**config.mk**
```make
export PLATFORM = sky130hd
export DESIGN_NAME = pmul_top
export DESIGN_NICKNAME = d
export VERILOG_FILES = /design/src/rtl/pmul_pkg.sv /design/src/rtl/pmul_lane.sv /design/src/rtl/pmul_ctrl.sv /design/src/rtl/pmul_combine.sv /design/src/rtl/pmul_top.sv
export SDC_FILE = /design/constraint.sdc
export NUM_CORES = 2
export LEC_CHECK = 0
export CAP_MARGIN = 40
export CELL_PAD_IN_SITES_DETAIL_PLACEMENT = 1
export CELL_PAD_IN_SITES_GLOBAL_PLACEMENT = 1
export CORE_UTILIZATION = 38
export DETAILED_ROUTE_END_ITERATION = 10
export PLACE_DENSITY_LB_ADDON = 0.1
export SLEW_MARGIN = 30
export SYNTH_ARGS = -nofsm -noshare
export SYNTH_HDL_FRONTEND = slang
export SYNTH_HIERARCHICAL = 1
export SYNTH_SLANG_ARGS = --single-unit
```
**constraint.sdc**
```tcl
create_clock -name clk -period 9.8 [get_ports clk]
set_input_delay 1.96 -clock clk [delete_from_list [all_inputs] [get_ports clk]]
set_output_delay 1.96 -clock clk [all_outputs]
set_load 0.005 [all_outputs]
```
**src/rtl/pmul_pkg.sv**
```systemverilog
package pmul_pkg;
  typedef enum logic [1:0] {
    MODE_LO   = 2'd0,
    MODE_HI   = 2'd1,
    MODE_PAIR = 2'd2,
    MODE_ALT  = 2'd3
  } pmul_mode_e;
endpackage

```
**src/rtl/pmul_lane.sv**
```systemverilog
module pmul_lane #(
  parameter int LW = 16,
  localparam int PW = 2 * LW
) (
  input  logic          clk,
  input  logic          rst_n,
  input  logic          adv,
  input  logic          load,
  input  logic [LW-1:0] a,
  input  logic [LW-1:0] b,
  output logic [PW-1:0] prod
);
  logic signed [PW-1:0] full;
  assign full = $signed(a) * $signed(b);

  always_ff @(posedge clk) begin
    if (!rst_n)            prod <= '0;
    else if (adv && load)  prod <= full;
  end

  AST_ZERO_LANE: assert property (@(posedge clk) disable iff (!rst_n)
    (adv && load && (a == '0)) |=> (prod == '0));
endmodule

```
**src/rtl/pmul_ctrl.sv**
```systemverilog
module pmul_ctrl (
  input  logic clk,
  input  logic rst_n,
  input  logic in_valid,
  input  logic out_ready,
  output logic adv,
  output logic v1,
  output logic v2
);
  assign adv = !v2 || out_ready;

  always_ff @(posedge clk) begin
    if (!rst_n) begin
      v1 <= 1'b0;
      v2 <= 1'b0;
    end else if (adv) begin
      v1 <= in_valid;
      v2 <= v1;
    end
  end

  AST_STAGE1_FILL: assert property (@(posedge clk) disable iff (!rst_n)
    (in_valid && adv) |=> v1);
  AST_STAGE2_FILL: assert property (@(posedge clk) disable iff (!rst_n)
    (v1 && adv) |=> v2);
endmodule

```
**src/rtl/pmul_combine.sv**
```systemverilog
module pmul_combine
  import pmul_pkg::*;
#(
  parameter int LW    = 16,
  parameter int LANES = 4,
  localparam int PW    = 2 * LW,
  localparam int DW    = LW * LANES,
  localparam int PAIRS = LANES / 2
) (
  input  logic                      clk,
  input  logic                      rst_n,
  input  logic                      adv,
  input  logic                      load,
  input  logic [1:0]                mode,
  input  logic [LANES-1:0][PW-1:0]  prods,
  output logic [DW-1:0]             result
);
  logic [DW-1:0] lo_v, hi_v, pair_v, sel;

  for (genvar i = 0; i < LANES; i++) begin : g_half
    assign lo_v[i*LW +: LW] = prods[i][LW-1:0];
    assign hi_v[i*LW +: LW] = prods[i][PW-1:LW];
  end

  for (genvar j = 0; j < PAIRS; j++) begin : g_pair
    assign pair_v[j*PW +: PW] = prods[2*j] + prods[2*j+1];
  end

  always_comb begin
    case (pmul_mode_e'(mode))
      MODE_HI:   sel = hi_v;
      MODE_PAIR: sel = pair_v;
      default:   sel = lo_v;
    endcase
  end

  always_ff @(posedge clk) begin
    if (!rst_n)           result <= '0;
    else if (adv && load) result <= sel;
  end
endmodule

```
**src/rtl/pmul_top.sv**
```systemverilog
module pmul_top #(
  parameter int LW    = 16,
  parameter int LANES = 4,
  localparam int PW   = 2 * LW,
  localparam int DW   = LW * LANES
) (
  input  logic          clk,
  input  logic          rst_n,
  input  logic          in_valid,
  output logic          in_ready,
  input  logic [1:0]    in_mode,
  input  logic [DW-1:0] in_a,
  input  logic [DW-1:0] in_b,
  output logic          out_valid,
  input  logic          out_ready,
  output logic [DW-1:0] out_data
);
  logic adv, v1, v2;
  logic [1:0] mode_q;
  logic [LANES-1:0][PW-1:0] prods;

  pmul_ctrl u_ctrl (
    .clk(clk), .rst_n(rst_n), .in_valid(in_valid), .out_ready(out_ready),
    .adv(adv), .v1(v1), .v2(v2)
  );

  for (genvar i = 0; i < LANES; i++) begin : g_lane
    pmul_lane #(.LW(LW)) u_lane (
      .clk(clk), .rst_n(rst_n), .adv(adv), .load(in_valid),
      .a(in_a[i*LW +: LW]), .b(in_b[i*LW +: LW]), .prod(prods[i])
    );
  end

  always_ff @(posedge clk) begin
    if (!rst_n)               mode_q <= 2'd0;
    else if (adv && in_valid) mode_q <= in_mode;
  end

  pmul_combine #(.LW(LW), .LANES(LANES)) u_comb (
    .clk(clk), .rst_n(rst_n), .adv(adv), .load(v1), .mode(mode_q),
    .prods(prods), .result(out_data)
  );

  assign in_ready  = adv;
  assign out_valid = v2;

  AST_STALL_HOLD: assert property (@(posedge clk) disable iff (!rst_n)
    (out_valid && !out_ready) |=> (out_valid && $stable(out_data)));
  AST_IDLE_KEEP: assert property (@(posedge clk) disable iff (!rst_n)
    !out_valid |=> (out_valid || $stable(out_data)));
endmodule

```
==> Yosys cells after proc, flatten, opt, wreduce, memory -nomap -nowiden <==
Cells that the tools add are included.
{ "totals": {"register_bits": 196, "latch_bits": 0, "mem_bits_rw": 0, "mem_bits_ro": 0, "input_bits": 134, "wordCells": 21, "memories": 0} }
{ "op_classes": {"addsub": 2, "mul": 4, "div_mod_pow": 0, "order_cmp": 0, "eq_ne": 2, "shifts": 0, "muxes": 1, "n_bitwise": 0, "reduce_logical": 4} }
{ "ops": {"columns": ["cell", "count"], "rows": [
  ["$mul A16 B16 Y32", 4],
  ["$pmux W64 S2", 1],
  ["$add A32 B32 Y32", 2],
  ["$eq A2 B1 Y1 const B", 1],
  ["$eq A2 B2 Y1 const B", 1],
  ["$logic_and A1 B1 Y1", 2],
  ["$logic_not A1 Y1", 1],
  ["$logic_or A1 B1 Y1", 1]
]} }

==> Logic depth before layout (Yosys ltp) <==
{ "logic_depth": {"word_depth": 3, "mapped_depth": 23, "depth_no_buf": 21} }

==> By module <==
Netlist, hierarchy kept.
{ "by_module_without_submodules": {"columns": ["mod", "n_inst", "cells_per_inst", "area_per_inst_um2", "seq_area_each_um2"], "rows": [
  ["pmul_lane at g_lane[1].u_lane ...", 2, 1216, 11029.3, 640.6],
  ["pmul_lane at g_lane[0].u_lane", 1, 1222, 11026.8, 640.6],
  ["pmul_lane at g_lane[3].u_lane", 1, 1196, 10904.2, 640.6],
  ["pmul_combine", 1, 950, 7143.1, 1281.2],
  ["pmul_ctrl", 1, 8, 82.6, 40.0],
  ["pmul_top", 1, 9, 76.3, 40.0]
]} }

==> Worst setup path before layout <==
Ideal clock, no wire load.
{ "synth_timing": {"path_type": "input to register", "from": "input port in_a[63]", "to": "register g_lane[3].u_lane.prod[31]", "setup_time_ps": 74, "arrival_time_ps": 7482, "setup_slack_ps": 2244, "stages": 19, "n_path_buf": 2, "cell_sequence": "clkbuf_1 nand2_1 inv_1 fa_1 fa_1 fa_1 fa_1 fa_1 fa_1 ha_1 clkbuf_1 a21o_1 a21o_1 a21oi_1 o21ai_0 a21o_1 o21a_1 or3_1 a31oi_1"} }
{ "synth_via": {"elab_chain_len": 1} }
{ "synth_rtl": {"columns": ["element", "line", "text"], "rows": [
  ["from (decl)", "pmul_top.sv:12", "input logic [DW-1:0] in_a,"],
  ["$mul A16 B16 Y32", "pmul_lane.sv:14", "assign full = $signed(a) * $signed(b);"],
  ["to (signal assigned)", "pmul_lane.sv:18", "else if (adv && load) prod <= full;"],
  ["to (decl)", "pmul_lane.sv:11", "output logic [PW-1:0] prod"]
]} }
No other way between the ends.
A chain may end at the register's enable or synchronous reset.

==> Final worst setup path <==
{ "layout_timing": {"from": "input port in_b[17]", "to": "register g_lane[1].u_lane.prod[31]"} }
{ "layout_via": {"elab_chain_len": 1} }
{ "layout_rtl": {"columns": ["element", "line", "text"], "rows": [
  ["from (decl)", "pmul_top.sv:13", "input logic [DW-1:0] in_b,"],
  ["$mul A16 B16 Y32", "pmul_lane.sv:14", null],
  ["to (signal assigned)", "pmul_lane.sv:18", null],
  ["to (decl)", "pmul_lane.sv:11", null]
]} }
No other way between the ends.

==> results.md <==
* Largest stage delay, worst path at 0.92 ns
* Hold path cells at 2
* Cell row count at 134
* Worst-path clk slew at 0.08 ns
* Cell depth of the worst setup path at 19
* Layout Nets at 7,415
* Cell area after placement at 54,800 um2
* Postcts setup bufs at 0
* Commonest non-fill, non-tap cell in the layout: inv_1
* Initial antenna violation count at 3
* CORE AREA at 134,000 um2
* Ys async rst share at 0
* Area Growth Syn to Fin at 8.26%
* Syn avg cell area at 8.82 um2
* Synth unique cells at 99
* Tcrit/Tclk final at 0.841
* Fin crit period at 8.24 ns
* Final hold slack at 0.469 ns
* Fin. max-slew vios at 0
* Layout Cells excl Fill at 7,624
* DRC Markers at 36
* Cells on worst reg2reg path at 9
* Fin. Hold Viols at 0
* Die Ht at 369 um
* DRT antenna net count at 0
* Pin count of the biggest net entering global routing at 128
* Hpwl dp at 136,000 um
* Vias at 40,000
* Final setup violation count at 0
* Sequential area share after synthesis at 0.0765
* Worst setup EP type: flip-flop
* Post-CTS sizing at 0
* Status: complete, but fails checks
* Crit path max fanout at 16
* Total routed wirelength at 162,000 um
* Most frequent cells in the layout: inv_1 (1,186), fa_1 (1,050), nand2_1 (740)
* Worst reg-to-reg setup slack at 6.08 ns
* Max cap viols at 0
* Net count after synthesis at 7,393
* Failing checks: design-rule violations
* Fill count at 15,600
* CTS tree: done
* Crit Path Category: input pin to flip-flop
* Total grt overflow at 0
* TNS Setup at 0 ns
* Placed instance count at 7,582
* Synthesized area at 51,300 um2
* #FFs+latches synth at 196
* Clk sinks at 196
* Critical path's slowest cell: clkdlybuf4s50_1
* Fmax at 0.121 GHz
* Vias in the first global route at 44,100
* CP Launch Type: input pin
* CTS Hold Buffers Added at 0
* Iteration-0 DRC count of the detailed router at 2,047
* RSZ-0062 raised after global routing: false
* EDFF count, synth at 0
* Gpl congestion at 0.883
* WP data arrival at 8.59 ns
* Critical-path cell list: clkdlybuf4s50_1 > nand2_1 > inv_1 > fa_1 > fa_1 > fa_1 > fa_1 > fa_1 > inv_1 > fa_1 > inv_1 > ha_1 > a211oi_1 > o21ai_0 > a221o_1 > o21ai_0 > a22oi_1 > mux2i_1 > a41oi_1
* Design Area, Final at 55,500 um2
* Drt wl/cell at 21.2 um
* Number of buffers created by CTS at 17
* Die area at 136,000 um2
* H-tree levels at 4
* Initial core utilization at 0.384
* Port Buf Inserts at 199
* Ratio of cells with drive above 1 in the final layout at 0.0241
* CTS Buffer Depth at 2
* Top delay family on crit path: adder cells
* GRT Overall Usage at 0.246
* Hold Crit Class: flip-flop to flip-flop
* Clock skew at 0.0119 ns
* Ports at 200
* Slew HR at 0.383
* Buf+Inv Stages, Crit Path at 4
* DRT Pass-1 Iters at 8
* Root Driver: clkbuf_16
* Mapped Cells at 5,817
* Critical path required time at 10.15 ns
* Worst-Margin Slew at 0.923 ns
* FF+latch area at 3920 um2
* Clock Latency Late Sink at 0.51 ns
* Multi-input gate area at 42,000 um2
* First-pass GRT wire length at 260,000 um
* Most used cell, CP: fa_1
* Die X at 369 um
* Warnings from Yosys at 6
* Top FF cell, synth: dfxtp_1
* Via density at 5.25
## path summary, 6_finish.rpt
kind | start | endpoint
max | in_b[17] | g_lane[1].u_lane/prod[31]
min | u_comb/result[39] | u_comb/result[39]
max reg2reg | u_ctrl/v2 | u_comb/result[27]
min reg2reg | u_comb/result[39] | u_comb/result[39]
## metrics by stage
step / util / setup slack (ns)
after floorplan: - / 2.24
after global placement: 0.410 / 1.17
after detailed placement: 0.410 / 1.04
after CTS: 0.415 / 1.57
after global routing: 0.415 / 1.09
final: 0.416 / 1.56
## cells in the mapped netlist (35+ instances only)
library cell / n / area share
inv_1: 1187 / 0.087
fa_1: 1050 / 0.41
nand2_1: 741 / 0.054
and2_1: 521 / 0.064
ha_1: 392 / 0.096
a21oi_1: 213 / 0.021
clkbuf_1: 207 / 0.015
dfxtp_1: 196 / 0.076
o21ai_0: 182 / 0.018
nor2_1: 143 / 0.010
xnor2_1: 100 / 0.017
a21o_1: 75 / 0.011
nand3_1: 67 / 0.0065
o211ai_1: 67 / 0.0098
xor2_1: 56 / 0.0096
o21a_1: 42 / 0.0061
a221o_1: 41 / 0.0080
a211oi_1: 35 / 0.0051
## worst reg2reg max path, stage by stage, from the launching register on
cell       delay (ns)
dfxtp_1          0.36
nor2b_4          0.17
inv_1            0.58
and2_2           0.73
buf_4            0.60
o211ai_1         0.27
inv_1            0.13
nand4_1          0.17
a2111oi_0        0.47
o31a_1           0.19
## logic make-up after synthesis
group                      share of synthesized area
and+or+nand+nor                                0.160
adders and majority gates                      0.505
buffers and inverters                          0.106
AOI/OAI and AO/OA                              0.124
DFF                                           0.0765
xor gates and xnor gates                      0.0266
muxes                                        0.00178
## layout make-up
cell class              count  area share
diodes                      4    0.000180
flip-flops and latches    196      0.0707
clock buffers              19     0.00816
clock inverters            13     0.00302
multi-input cells        4196       0.755
well taps                1768      0.0398
inverters                1189      0.0804
repair buffers            239      0.0423
## sequential cells by signal, indices dropped and copies added, names as in the netlist
| register | count |
|---|---|
| g_lane.u_lane/prod | 128 |
| mode_q | 2 |
| u_comb/result | 64 |
| u_ctrl/v1 | 1 |
| u_ctrl/v2 | 1 |
## per-layer routing
| layer | track usage | up-vias | wire (um) |
|---|---|---|---|
| met5 | 0 | - | 10 |
| li1 | - | 18300 | - |
| met1 | 0.351 | 21100 | 76800 |
| met2 | 0.411 | 589 | 77300 |
| met4 | 0.0387 | 2 | 2020 |
| met3 | 0.0230 | 93 | 5730 |
Power is not shown: default switching activity piles up to over one toggle a cycle in this logic, so the estimate is an artifact.
